`src/rtl/ecc_pkg.sv`:
```
package ecc_pkg;

    localparam int BYTE_W    = 8;
    localparam int COL_BITS  = 6;
    localparam int LINE_MAX  = 9;
    localparam int CODE_W    = 24;

    typedef enum logic [1:0] {
        ST_FIRST,
        ST_SECOND,
        ST_DONE
    } seq_state_t;

    // Build the stored code: pairs of line parity in the low 16 bits, the
    // ninth pair in 17:16 for wide pages, column parity on top, all inverted.
    function automatic logic [CODE_W-1:0] pack_code(
        input logic [LINE_MAX-1:0] ev,
        input logic [LINE_MAX-1:0] od,
        input logic [COL_BITS-1:0] cp,
        input logic                wide
    );
        logic [CODE_W-1:0] raw;
        raw = '0;
        for (int k = 0; k < LINE_MAX - 1; k++) begin
            raw[2*k]   = ev[k];
            raw[2*k+1] = od[k];
        end
        if (wide) begin
            raw[16] = ev[LINE_MAX-1];
            raw[17] = od[LINE_MAX-1];
        end
        raw[CODE_W-1 -: COL_BITS] = cp;
        return ~raw;
    endfunction

endpackage

```
`src/rtl/ecc_col_par.sv`:
```
module ecc_col_par #(
    parameter int BYTE_W = 8,
    localparam int LVLS  = $clog2(BYTE_W),
    localparam int COL_W = 2 * LVLS
) (
    input  logic              clk,
    input  logic              rst_n,
    input  logic              clr_acc,
    input  logic              take,
    input  logic [BYTE_W-1:0] byte_in,
    output logic [COL_W-1:0]  col_nxt
);

    logic [BYTE_W-1:0] col_q;
    logic [BYTE_W-1:0] col_sum;

    assign col_sum = take ? (col_q ^ byte_in) : col_q;

    always_ff @(posedge clk or negedge rst_n) begin
        if (!rst_n) begin
            col_q <= '0;
        end else if (clr_acc) begin
            col_q <= '0;
        end else if (take) begin
            col_q <= col_sum;
        end
    end

    // One parity pair per level: groups of 1, 2 and 4 bits for a byte.
    for (genvar l = 0; l < LVLS; l++) begin : g_lvl
        logic lo_par;
        logic hi_par;
        always_comb begin
            lo_par = 1'b0;
            hi_par = 1'b0;
            for (int j = 0; j < BYTE_W; j++) begin
                if (((j >> l) & 1) == 1) begin
                    hi_par = hi_par ^ col_sum[j];
                end else begin
                    lo_par = lo_par ^ col_sum[j];
                end
            end
        end
        assign col_nxt[2*l]   = lo_par;
        assign col_nxt[2*l+1] = hi_par;
    end

endmodule

```
`src/rtl/ecc_line_par.sv`:
```
module ecc_line_par #(
    parameter int BYTE_W = 8,
    parameter int IDX_W  = 9
) (
    input  logic              clk,
    input  logic              rst_n,
    input  logic              clr_acc,
    input  logic              take,
    input  logic [IDX_W-1:0]  idx,
    input  logic [BYTE_W-1:0] byte_in,
    output logic [IDX_W-1:0]  ev_nxt,
    output logic [IDX_W-1:0]  od_nxt
);

    logic             byte_par;
    logic [IDX_W-1:0] ev_q;
    logic [IDX_W-1:0] od_q;

    assign byte_par = ^byte_in;

    for (genvar k = 0; k < IDX_W; k++) begin : g_pair
        assign ev_nxt[k] = ev_q[k] ^ (take & byte_par & ~idx[k]);
        assign od_nxt[k] = od_q[k] ^ (take & byte_par &  idx[k]);
    end

    always_ff @(posedge clk or negedge rst_n) begin
        if (!rst_n) begin
            ev_q <= '0;
            od_q <= '0;
        end else if (clr_acc) begin
            ev_q <= '0;
            od_q <= '0;
        end else if (take) begin
            ev_q <= ev_nxt;
            od_q <= od_nxt;
        end
    end

endmodule

```
`src/rtl/ecc_seq_fsm.sv`:
```
module ecc_seq_fsm
    import ecc_pkg::*;
#(
    parameter int BLK_BYTES = 256,
    localparam int BLK_W    = $clog2(BLK_BYTES),
    localparam int IDX_W    = BLK_W + 1
) (
    input  logic             clk,
    input  logic             rst_n,
    input  logic             clr,
    input  logic             byte_vld,
    input  logic             mode_q,
    output logic             take,
    output logic [IDX_W-1:0] idx,
    output logic             clr_acc,
    output logic             latch_a,
    output logic             latch_b,
    output logic             fin
);

    seq_state_t       state_q;
    seq_state_t       state_d;
    logic [IDX_W-1:0] cnt_q;
    logic             blk_end;

    assign blk_end = mode_q ? (&cnt_q) : (&cnt_q[BLK_W-1:0]);

    // State register
    always_ff @(posedge clk or negedge rst_n) begin
        if (!rst_n) begin
            state_q <= ST_FIRST;
        end else begin
            state_q <= state_d;
        end
    end

    // Byte counter
    always_ff @(posedge clk or negedge rst_n) begin
        if (!rst_n) begin
            cnt_q <= '0;
        end else if (clr) begin
            cnt_q <= '0;
        end else if (take) begin
            cnt_q <= cnt_q + IDX_W'(1);
        end
    end

    // Next state and outputs
    always_comb begin
        state_d = state_q;
        take    = byte_vld && !clr && (state_q != ST_DONE);
        latch_a = 1'b0;
        latch_b = 1'b0;
        fin     = 1'b0;
        idx     = mode_q ? cnt_q : {1'b0, cnt_q[BLK_W-1:0]};
        clr_acc = clr || (take && blk_end);
        unique case (state_q)
            ST_FIRST: begin
                if (take && blk_end) begin
                    latch_a = 1'b1;
                    fin     = mode_q;
                    state_d = mode_q ? ST_DONE : ST_SECOND;
                end
            end
            ST_SECOND: begin
                if (take && blk_end) begin
                    latch_b = 1'b1;
                    fin     = 1'b1;
                    state_d = ST_DONE;
                end
            end
            ST_DONE: begin
                state_d = ST_DONE;
            end
            default: begin
                state_d = ST_FIRST;
            end
        endcase
        if (clr) begin
            state_d = ST_FIRST;
        end
    end

endmodule

```
`src/rtl/ecc_page_gen.sv`:
```
module ecc_page_gen
    import ecc_pkg::*;
#(
    parameter int BLK_BYTES = 256,
    localparam int IDX_W    = $clog2(BLK_BYTES) + 1
) (
    input  logic              clk,
    input  logic              rst_n,
    input  logic              clr,
    input  logic              wide_mode,
    input  logic              byte_vld,
    input  logic [BYTE_W-1:0] byte_in,
    output logic [CODE_W-1:0] code_a,
    output logic [CODE_W-1:0] code_b,
    output logic              done
);

    logic                mode_q;
    logic                take;
    logic [IDX_W-1:0]    idx;
    logic                clr_acc;
    logic                latch_a;
    logic                latch_b;
    logic                fin;
    logic [IDX_W-1:0]    ev_nxt;
    logic [IDX_W-1:0]    od_nxt;
    logic [COL_BITS-1:0] col_nxt;
    logic [CODE_W-1:0]   code_nxt;

    always_ff @(posedge clk or negedge rst_n) begin
        if (!rst_n) begin
            mode_q <= 1'b0;
        end else if (clr) begin
            mode_q <= wide_mode;
        end
    end

    ecc_seq_fsm #(.BLK_BYTES(BLK_BYTES)) u_seq (
        .clk      (clk),
        .rst_n    (rst_n),
        .clr      (clr),
        .byte_vld (byte_vld),
        .mode_q   (mode_q),
        .take     (take),
        .idx      (idx),
        .clr_acc  (clr_acc),
        .latch_a  (latch_a),
        .latch_b  (latch_b),
        .fin      (fin)
    );

    ecc_line_par #(.BYTE_W(BYTE_W), .IDX_W(IDX_W)) u_line (
        .clk     (clk),
        .rst_n   (rst_n),
        .clr_acc (clr_acc),
        .take    (take),
        .idx     (idx),
        .byte_in (byte_in),
        .ev_nxt  (ev_nxt),
        .od_nxt  (od_nxt)
    );

    ecc_col_par #(.BYTE_W(BYTE_W)) u_col (
        .clk     (clk),
        .rst_n   (rst_n),
        .clr_acc (clr_acc),
        .take    (take),
        .byte_in (byte_in),
        .col_nxt (col_nxt)
    );

    assign code_nxt = pack_code(ev_nxt, od_nxt, col_nxt, mode_q);

    always_ff @(posedge clk or negedge rst_n) begin
        if (!rst_n) begin
            code_a <= '1;
            code_b <= '1;
            done   <= 1'b0;
        end else if (clr) begin
            code_a <= '1;
            code_b <= '1;
            done   <= 1'b0;
        end else begin
            if (latch_a) begin
                code_a <= code_nxt;
            end
            if (latch_b) begin
                code_b <= code_nxt;
            end
            if (fin) begin
                done <= 1'b1;
            end
        end
    end

endmodule

```
`config.mk`:
```
export PLATFORM = sky130hd
export DESIGN_NAME = ecc_page_gen
export DESIGN_NICKNAME = d
export VERILOG_FILES = /design/src/rtl/ecc_pkg.sv /design/src/rtl/ecc_col_par.sv /design/src/rtl/ecc_line_par.sv /design/src/rtl/ecc_seq_fsm.sv /design/src/rtl/ecc_page_gen.sv
export SDC_FILE = /design/constraint.sdc
export NUM_CORES = 1
export LEC_CHECK = 0
export ABC_AREA = 1
export BUFFER_PORTS_ARGS = -buffer_cell sky130_fd_sc_hd__buf_2
export CAP_MARGIN = 20
export CORE_MARGIN = 2
export CORE_UTILIZATION = 46
export DETAILED_ROUTE_END_ITERATION = 12
export HOLD_SLACK_MARGIN = 0.02
export PLACE_DENSITY_LB_ADDON = 0.08
export SYNTH_ARGS = -nofsm -noshare
export SYNTH_HDL_FRONTEND = slang
export SYNTH_HIERARCHICAL = 1
export SYNTH_SLANG_ARGS = --single-unit
```
`constraint.sdc`:
```
create_clock -name clk -period 2.09 [get_ports clk]
set_clock_uncertainty 0.2 [all_clocks]
set_input_delay 0 -clock clk [delete_from_list [all_inputs] [get_ports clk]]
set_output_delay 0 -clock clk [all_outputs]
set_load 0.05 [all_outputs]
```
==> results of run 1 <==
[through the flow]
stage / hold slack [ns] / instance area (µm²)
after floorplan: -0.496 / 5100
after global placement: -0.173 / 5710
after detailed placement: -0.165 / 5710
after CTS: 0.134 / 6110
after global routing: 0.0205 / 6490
final: -0.0345 / 6490
[logic make-up after synthesis]
group / count (synthesis)
simple gates: 413
fa+ha+maj: 6
flops: 87
compound gates: 21
xor+xnor: 14
buf+inv: 113
[worst max-delay path by stage]
| stage | startpoint | to | slack [ns] | cells past startpoint |
|---|---|---|---|---|
| after floorplan | u_seq/state_q[0]$_DFFE_PN0P_ | code_a[21]$_DFFE_PN1P_ | -0.05 | 18 |
| after global placement | u_seq/cnt_q[0]$_DFFE_PN0P_ | code_a[22]$_DFFE_PN1P_ | -0.03 | 14 |
| after detailed placement | u_seq/cnt_q[1]$_DFFE_PN0P_ | code_a[20]$_DFFE_PN1P_ | -0.11 | 14 |
| after CTS | u_seq/cnt_q[0]$_DFFE_PN0P_ | code_b[16]$_DFFE_PN1P_ | -0.009 | 15 |
| after global routing | u_seq/cnt_q[0]$_DFFE_PN0P_ | code_a[5]$_DFFE_PN1P_ | -0.14 | 15 |
| final | u_seq/cnt_q[0]$_DFFE_PN0P_ | code_a[12]$_DFFE_PN1P_ | -0.04 | 15 |
[power by group]
part	switching [µW]	leakage [µW]	internal, µW	total, µW
sequential	95.8	0.00104	1920	2020
combinational	1150	0.00220	552	1700
clock	673	0.0000959	449	1120
total	1920	0.00334	2920	4840
[registers in the layout, indices dropped and copies added, names as in the netlist]
| signal | flops |
|---|---|
| code_a | 24 |
| code_b | 24 |
| u_line/ev_q | 9 |
| u_line/od_q | 9 |
| u_seq/cnt_q | 9 |
| u_col/col_q | 8 |
| u_seq/state_q | 2 |
| done | 1 |
| mode_q | 1 |
[cells in the mapped netlist, types with 7 or more instances]
cell and n:
nand2_2 22, nor2_1 25, buf_6 9, a21oi_1 17, dfstp_2 48, nand2_1 287
inv_1 70, dfrtp_1 39, nand4_1 29, nand3_1 25, inv_2 7, buf_4 15
[cell type report]
| class | instances | area share |
|---|---|---|
| timing repair inverter | 2 | 0.00347 |
| inverter | 77 | 0.0501 |
| timing repair buffer | 137 | 0.168 |
| clock inverter | 7 | 0.00867 |
| tap | 140 | 0.0270 |
| clock buffer | 9 | 0.0191 |
| sequential | 87 | 0.344 |
| multi-input combinational | 454 | 0.380 |
[layout by cell type (no fill, tap or decap), drive strengths merged]
cell         instances
nand2              315
nor3                 2
dfstp               48
inv                 81
xor2                 7
buf                118
nand4               29
clkinv               5
dfrtp               39
dlygate4sd3         15
nand3               30
and3                 1
a21oi               17
xnor2                7
o21ai                4
clkbuf              13
nor2                36
ha                   6
[routing by layer]
| metal | GRT usage | share of wire | up-vias |
|---|---|---|---|
| li1 | - | - | 2230 |
| met4 | 0.0742 | 0.014 | 0 |
| met2 | 0.338 | 0.46 | 88 |
| met1 | 0.306 | 0.48 | 2087 |
| met5 | 0 | 0 | - |
| met3 | 0.0259 | 0.038 | 14 |
[timing repair]
action,4_1_cts,5_1_grt
hold buffers,16,0
gates cloned,0,7
hold endpoints to repair,78,0
pin swaps,2,19
setup endpoints to repair,48,76
gates resized for setup,8,64
setup buffers,3,3
==> results.json, run 1 <==
{
  "status": "complete, but fails checks",
  "violations": "hold timing, setup timing",
  "syn_avg_cell_area_um2": 7.66,
  "cap_violations": 0,
  "first_global_vias": 4158,
  "fin_ws_ns": -0.0372,
  "synth_compound_area_frac": 0.0210,
  "fill_cells": 977,
  "via_per_inst": 4.84,
  "clkLatencyLatePin_ns": 0.36,
  "area_delta_synth_final_pct": 29.7,
  "fmax_ghz": 0.470,
  "path_common_cell": "nor2_4",
  "timing.rr.end": "code_a[12]$_DFFE_PN1P_",
  "post-route-util": 0.604,
  "antenna_found_initial": 0,
  "wirelength_mm": 12.4,
  "antenna-diode-count": 0,
  "fp-row-count": 38,
  "synth_edf_count": 0,
  "timing.setup.tns_ns": -0.445,
  "crit_path_cell_trace": "ha_2, nand2_2, nor2_4, nand2_2, inv_2, ha_4, nor2_4, nor2_4, nand2_4, nor2_4, nor2_4, buf_12, clkbuf_16, nand2_2, nand2_1",
  "synth_adder_area_share": 0.0150,
  "path_clk_slew_ns": 0.10,
  "gp_congestion": 0.819,
  "cts_buffers": 9,
  "cts_max_path_buffers": 2,
  "port_buffers": 61,
  "slew_headroom": 0.626,
  "holdWs_ns": -0.0345,
  "tritoncts": "built",
  "first_pass_iters": 5,
  "crit_path_max_fanout": 8,
  "gr-total-overflow": 0,
  "finalPower_uw": 4840,
  "period_needed_ns": 2.13,
  "placedCellCount": 869,
  "clockRootBuffer": "clkbuf_8",
  "multi_input_area_um2": 2470,
  "netlist_area_um2": 5010,
  "die_h_um": 108,
  "synthSimpleGateAreaFrac": 0.371,
  "yosysSeqAreaShare": 0.447,
  "first_iter_violations": 229,
  "cts.sinks": 87,
  "die_area_um2": 11700,
  "syn_inst": 654,
  "finalSetupViolCount": 29,
  "synthArstFlopShare": 1.00,
  "worstSetupPathType": "reg2reg",
  "track_usage": 0.214,
  "hold_class": "in2async",
  "rsz0062_at_grt": "true",
  "start_kind": "flip-flop",
  "coreArea_um2": 10700,
  "critPathTopFamily": "simple AND/OR/NAND/NOR gates",
  "yosysWarningCount": 6,
  "finalNonFillerCells": 913,
  "hold_viol": 18,
  "rr_startpoint": "u_seq/cnt_q[0]$_DFFE_PN0P_",
  "power_leakage_uw": 0.00334,
  "dp_slack_ns": -0.107,
  "grt_pass1_wl_mm": 19.7,
  "synth_top_area_share": 0.252,
  "cpPeakStageDelay_ns": 0.39,
  "vias": 4419,
  "r2r_cells": 15,
  "synthTopCellsByArea": "dfstp_2, nand2_1, dfrtp_1",
  "yosys_most_used_dff": "dfstp_2",
  "routedWlPerCell_um": 13.6,
  "regToRegSetupSlack_ns": -0.04,
  "vdd_drop_max_mv": 0.395,
  "start_util": 0.466,
  "ios": 62,
  "required_ns": 2.21,
  "ys_ff_latch": 87,
  "arrival_ns": 2.25,
  "synth_top_area_cell": "dfstp_2",
  "synth_fp_nets": 673,
  "worst_slew_pin_slew_ns": 0.561,
  "drc": 0,
  "final-seq-area_um2": 2240,
  "grt_max_degree": 31,
  "final_layout_size_suffix_gt1_frac": 0.391,
  "synthDistinctLibCells": 30,
  "slew_viol_final": 0,
  "hpwl_mm": 8.18,
  "synth_top_family_by_area": "simple AND/OR/NAND/NOR gates",
  "nets": 787,
  "crit_buf_inv": 3,
  "slowest_stage": "dfrtp_1",
  "worst_setup_path_end_kind": "flip-flop",
  "synth_xor_area_frac": 0.0305,
  "die_w_um": 108,
  "cts_max_level": 3,
  "finalCritPeriodShare": 1.02,
  "synthMuxAreaShare": 0,
  "p_per_area_nw_per_um2": 745,
  "postRouteAntennaNets": 0
}
(Power assumes the default switching activity.)
==> run 2, diff against run 1 <==
- REMOVE_ABC_BUFFERS: not set -> 1
- clock period: 2.09 -> 2.3 ns (I/O delays scaled with it)
==> run 2 against run 1 <==
Net effect: the flow now finishes without violations; sequential share of layout area increased by 3.0 points; final cell count decreased by 3.6%; count of clock-buffer cells in the layout increased by 3; sequential power decreased by 9.9%; die area unchanged.
==> results.json, run 2 (synthesis gave the netlist of run 1 again) <==
{
  "status": "completed",
  "final_common_cell": "nand2_1",
  "grt_max_degree": 38,
  "cpPeakStageDelay_ns": 0.39,
  "drc": 0,
  "die_area_um2": 11700,
  "area_delta_synth_final_pct": 19.2,
  "tritoncts": "built",
  "placed_area_um2": 5430,
  "p_per_area_nw_per_um2": 714,
  "start_util": 0.466,
  "first_global_vias": 3909,
  "worst_setup_path_end_kind": "flip-flop",
  "timing.setup.tns_ns": 0,
  "vias": 4194,
  "slowest_stage": "dfrtp_1",
  "via_per_inst": 4.77,
  "finalCritPeriodShare": 0.950,
  "grt_pass1_wl_mm": 18.6,
  "cts_max_level": 3,
  "gp_congestion": 0.822,
  "die_h_um": 108,
  "start_kind": "flip-flop",
  "die_w_um": 108,
  "slew_viol_final": 0,
  "path_clk_slew_ns": 0.10,
  "fp-row-count": 38,
  "post-route-util": 0.555,
  "holdWs_ns": 0.103,
  "largest_registers": "code_a (24), code_b (24)",
  "path_common_cell": "nor2_4",
  "arrival_ns": 2.29,
  "cap_violations": 0,
  "gr-total-overflow": 0,
  "slew_headroom": 0.422,
  "power_leakage_uw": 0.00310,
  "hold_viol": 0,
  "finalSetupViolCount": 0,
  "nets": 754,
  "antenna-diode-count": 0,
  "cts_max_path_buffers": 2,
  "first_iter_violations": 263,
  "first_pass_iters": 4,
  "antenna_found_initial": 0,
  "fmax_ghz": 0.458,
  "clockRootBuffer": "clkbuf_8",
  "period_needed_ns": 2.18,
  "port_buffers": 61,
  "vdd_drop_max_mv": 0.378,
  "crit_path_max_fanout": 6,
  "hold_class": "in2async",
  "cts_buffers": 9,
  "hpwl_mm": 7.58,
  "worstSetupPathType": "reg2reg",
  "multi_input_area_um2": 2260,
  "fill_cells": 1043,
  "track_usage": 0.203,
  "postRouteAntennaNets": 0,
  "worst_slew_pin_slew_ns": 0.864,
  "design_area_um2": 5970,
  "crit_path_cell_trace": "ha_2, nand2_2, nor2_4, nand2_2, inv_1, ha_2, nor2_2, nor2_2, nand2_4, nor2_4, nor2_4, clkinv_4, clkbuf_16, nand2_1, nand2_1",
  "clkLatencyLatePin_ns": 0.37,
  "final_layout_size_suffix_gt1_frac": 0.303,
  "ios": 62,
  "final_cell_mix": "nand2_1, inv_1, buf_2, dfstp_2, dfrtp_1",
  "cts.sinks": 87,
  "required_ns": 2.40,
  "wirelength_mm": 11.7,
  "final-seq-area_um2": 2240,
  "routedWlPerCell_um": 13.2,
  "coreArea_um2": 10700
}
==> run 2: power by group <==
part	internal (µW)	switching [µW]	total [µW]
Clock	501	558	1060
Sequential	1740	74.6	1820
Combinational	418	968	1390
==> run 2: worst paths after layout <==
| check | start | endpoint | slack [ns] | cells past startpoint |
|---|---|---|---|---|
| max in group asynchronous | rst_n | u_col/col_q[5]$_DFFE_PN0P_ | 0.49 | 3 |
| worst min-delay path | rst_n | code_a[23]$_DFFE_PN1P_ | 0.10 | 2 |
| worst max register to register | u_seq/cnt_q[1]$_DFFE_PN0P_ | code_a[11]$_DFFE_PN1P_ | 0.12 | 15 |
| worst max-delay path | u_seq/cnt_q[1]$_DFFE_PN0P_ | code_a[11]$_DFFE_PN1P_ | 0.12 | 15 |
| worst min register to register | code_b[4]$_DFFE_PN1P_ | code_b[4]$_DFFE_PN1P_ | 0.27 | 2 |
| min in group clk | code_b[4]$_DFFE_PN1P_ | code_b[4]$_DFFE_PN1P_ | 0.27 | 2 |
==> run 2: stage by stage <==
step           cells  setup WS, ns  power, µW
3_3_place_gp     842         0.108       3120
5_1_grt          880      -0.00322       4510
4_1_cts          872      0.000581       4240
6_report         880         0.116       4260
3_5_place_dp     842        0.0358       3140
2_1_floorplan    618        -0.654       2790
==> run 2: repair_timing <==
action,in CTS,in global routing
setup endpoints to repair,0,43
hold buffers,14,0
buffers inserted,0,5
hold endpoints to repair,75,0
resized for setup,0,24
==> run 2: critical path: cells and delay by family, from the launching register on <==
| kind | cells | cell delay (ns) |
|---|---|---|
| simple gates | 10 | 0.78 |
| fa+ha+maj | 2 | 0.36 |
| buf+inv | 3 | 0.38 |
| flops | 1 | 0.39 |
==> run 2: routing by layer <==
layer	wire length, µm	part of all wire	global-route usage
met2	5420	0.46	0.334
met5	0	0	0
met4	167	0.014	0.0778
met3	434	0.037	0.0259
met1	5640	0.48	0.273
==> run 2: cell type report <==
class	instances	share of cell area
Multi-Input combinational cell	454	0.378
Sequential cell	87	0.375
Timing Repair Buffer	106	0.138
Inverter	77	0.0497
Tap cell	140	0.0294
Clock buffer	12	0.0226
Clock inverter	4	0.00797
==> run 3, diff against run 2 <==
- CORE_UTILIZATION: 46 -> 58
- SYNTH_HIERARCHICAL: 1 -> not set
==> run 3 against run 2 <==
Net effect: combinational power up 10%; largest cell class is now registers; setup slack improved by 0.056 ns; largest power group unchanged; count of clock-buffer cells in the layout increased by 1; maximum frequency increased by 2.6%; highest routed layer unchanged; register-to-register slack better by 0.06 ns; critical path depth shrank 6; global-route usage is 6.3 points higher; die area down 25%.
==> results.json, run 3 <==
{
  "status": "completed",
  "yosys_most_used_dff": "dfstp_2",
  "port_buffers": 61,
  "synthDistinctLibCells": 34,
  "drc": 0,
  "power_leakage_uw": 0.00284,
  "die_w_um": 93.7,
  "r2r_cells": 9,
  "cts_max_path_buffers": 2,
  "grt_use_met1": 0.319,
  "synth_top_area_share": 0.270,
  "timing.setup.tns_ns": 0,
  "period_needed_ns": 2.13,
  "holdWs_ns": 0.0164,
  "yosysMostFrequentCell": "nand2_1",
  "grt_pass1_wl_mm": 18.3,
  "rr_startpoint": "u_seq.state_q[0]$_DFFE_PN0P_",
  "die_area_um2": 8780,
  "area_delta_synth_final_pct": 17.8,
  "gp_congestion": 0.826,
  "start_util": 0.601,
  "cts_max_level": 3,
  "coreArea_um2": 7770,
  "postRouteAntennaNets": 0,
  "hpwl_mm": 7.07,
  "slew_viol_final": 0,
  "fp-row-count": 32,
  "track_usage": 0.266,
  "first_pass_iters": 4,
  "worst_setup_path_end_kind": "flip-flop",
  "syn_inst": 601,
  "fmax_ghz": 0.470,
  "cts_buffers": 9,
  "fin_ws_ns": 0.172,
  "clockRootBuffer": "clkbuf_8",
  "via_per_inst": 5.13,
  "netlist_area_um2": 4670,
  "antenna-diode-count": 0,
  "start_kind": "flip-flop",
  "ys_ff_latch": 87,
  "p_per_area_nw_per_um2": 809,
  "ios": 62,
  "final_common_cell": "nand2_1",
  "slew_headroom": 0.697,
  "arrival_ns": 2.16,
  "vdd_drop_max_mv": 0.515,
  "synth_edf_count": 0,
  "dp_slack_ns": -0.0188,
  "largest_registers": "code_a (24), code_b (24)",
  "wirelength_mm": 10.7,
  "ys_top_cells_by_count": "nand2_1, inv_1, dfstp_2, nor2_1, dfrtp_1",
  "timing.rr.end": "u_col.col_q[0]$_DFFE_PN0P_",
  "hold_class": "in2async",
  "crit_path_max_fanout": 17,
  "vias": 4070,
  "synth_top_area_cell": "dfstp_2",
  "routedWlPerCell_um": 13.6,
  "worstSetupPathType": "reg2reg",
  "first_global_vias": 4063,
  "yosysWarningCount": 0,
  "grt_max_degree": 88,
  "hold_viol": 0,
  "regToRegSetupSlack_ns": 0.17,
  "required_ns": 2.33,
  "first_iter_violations": 175,
  "grt.met3_usage": 0.0562,
  "finalSetupViolCount": 0,
  "busiest_layer": "met2",
  "antenna_found_initial": 0,
  "gr-total-overflow": 0,
  "final_cell_mix": "nand2_1, buf_2, inv_1, dfstp_2",
  "final_layout_size_suffix_gt1_frac": 0.266,
  "synthTopCellsByArea": "dfstp_2, nand2_1, dfrtp_1",
  "gr-usage-met2": 0.486,
  "nets": 705,
  "path_clk_slew_ns": 0.08,
  "clkLatencyLatePin_ns": 0.36,
  "cap_violations": 0,
  "die_h_um": 93.7,
  "tritoncts": "built",
  "yosysSeqAreaShare": 0.479,
  "cts.sinks": 87,
  "rsz0062_at_grt": "false",
  "worst_slew_pin_slew_ns": 0.454,
  "synthArstFlopShare": 1.00,
  "syn_avg_cell_area_um2": 7.77,
  "finalCritPeriodShare": 0.925
}
==> run 3: cell count changes in the layout (fill, tap and decap cells not counted), moves of 5 or more <==
cell | before | now
nand2_2 | 27 | 3
nand3_2 | 6 | 18
inv_1 | 69 | 55
nor2_2 | 7 | 2
o21ai_2 | 0 | 7
nand4_1 | 29 | 20
o21ai_0 | 4 | 10
nand3_1 | 23 | 28
nand2_1 | 281 | 270
a21oi_1 | 17 | 3
buf_4 | 22 | 15
nor2_1 | 23 | 39
==> run 3: cell families after synthesis <==
group / count (synthesis) / share of synthesized area
AND/OR/NAND/NOR: 389 / 0.368
adder cells (fa/ha/maj): 6 / 0.0161
AO/OA/AOI/OAI: 25 / 0.0332
XOR/XNOR: 11 / 0.0206
flip-flops: 87 / 0.479
buffers and inverters: 83 / 0.0826
==> run 3: metal layers <==
layer	up-vias	part of all wire
met5	-	0
met2	92	0.51
met4	0	0.0078
met1	1932	0.43
met3	10	0.049
li1	2036	-
==> run 3: where the power goes <==
group | internal [µW] | switching, µW | total (µW)
clock network | 452 | 538 | 991
logic | 412 | 1120 | 1530
registers | 1810 | 107 | 1920
==> run 3: how the worst max path moves through the flow <==
stage                                 startpoint                    endpoint  slack (ns)  cells after the start
floorplan             u_seq.cnt_q[0]$_DFFE_PN0P_       code_b[0]$_DFFE_PN1P_       -0.29                     12
global placement      u_seq.cnt_q[0]$_DFFE_PN0P_      code_a[18]$_DFFE_PN1P_        0.06                     12
finish              u_seq.state_q[0]$_DFFE_PN0P_  u_col.col_q[0]$_DFFE_PN0P_        0.17                      9
CTS                   u_seq.cnt_q[0]$_DFFE_PN0P_      code_b[21]$_DFFE_PN1P_        0.07                     12
global route          u_seq.cnt_q[0]$_DFFE_PN0P_       code_b[7]$_DFFE_PN1P_        0.02                     13
detailed placement    u_seq.cnt_q[0]$_DFFE_PN0P_      code_a[14]$_DFFE_PN1P_       -0.02                     12
==> run 3: metrics by stage <==
step,area [µm²],utilization,cells,total power (µW)
after CTS,5450,0.702,790,4460
after detailed placement,5120,0.659,759,3440
after global placement,5120,0.659,759,3390
final,5500,0.708,793,4450
after floorplan,4520,-,580,3060
after global routing,5500,0.708,793,4690
==> run 3: repair_timing <==
item	in CTS	in global routing
setup buffers	0	2
gates resized for setup	1	8
pin swaps	0	1
hold buffers	15	1
endpoints found under the setup margin	22	70
hold endpoints to repair	101	1
==> run 3: critical path, cell delays in order (launching register included) <==
cell           delay [ns]
dfrtp_1              0.36
inv_1                0.08
ha_1                 0.19
inv_1                0.08
nand3_4              0.11
inv_6                0.17
nand2_1              0.09
o21ai_2              0.09
dlygate4sd3_1        0.59
nor2_1               0.05
==> run 3: cell type report <==
cell class	count	area, µm²
repair buffers	95	648
well taps	102	128
flip-flops and latches	87	2240
inverters	62	248
clock inverters	3	18.8
clock buffers	13	159
multi-input cells	431	2060
fillers	647	2270
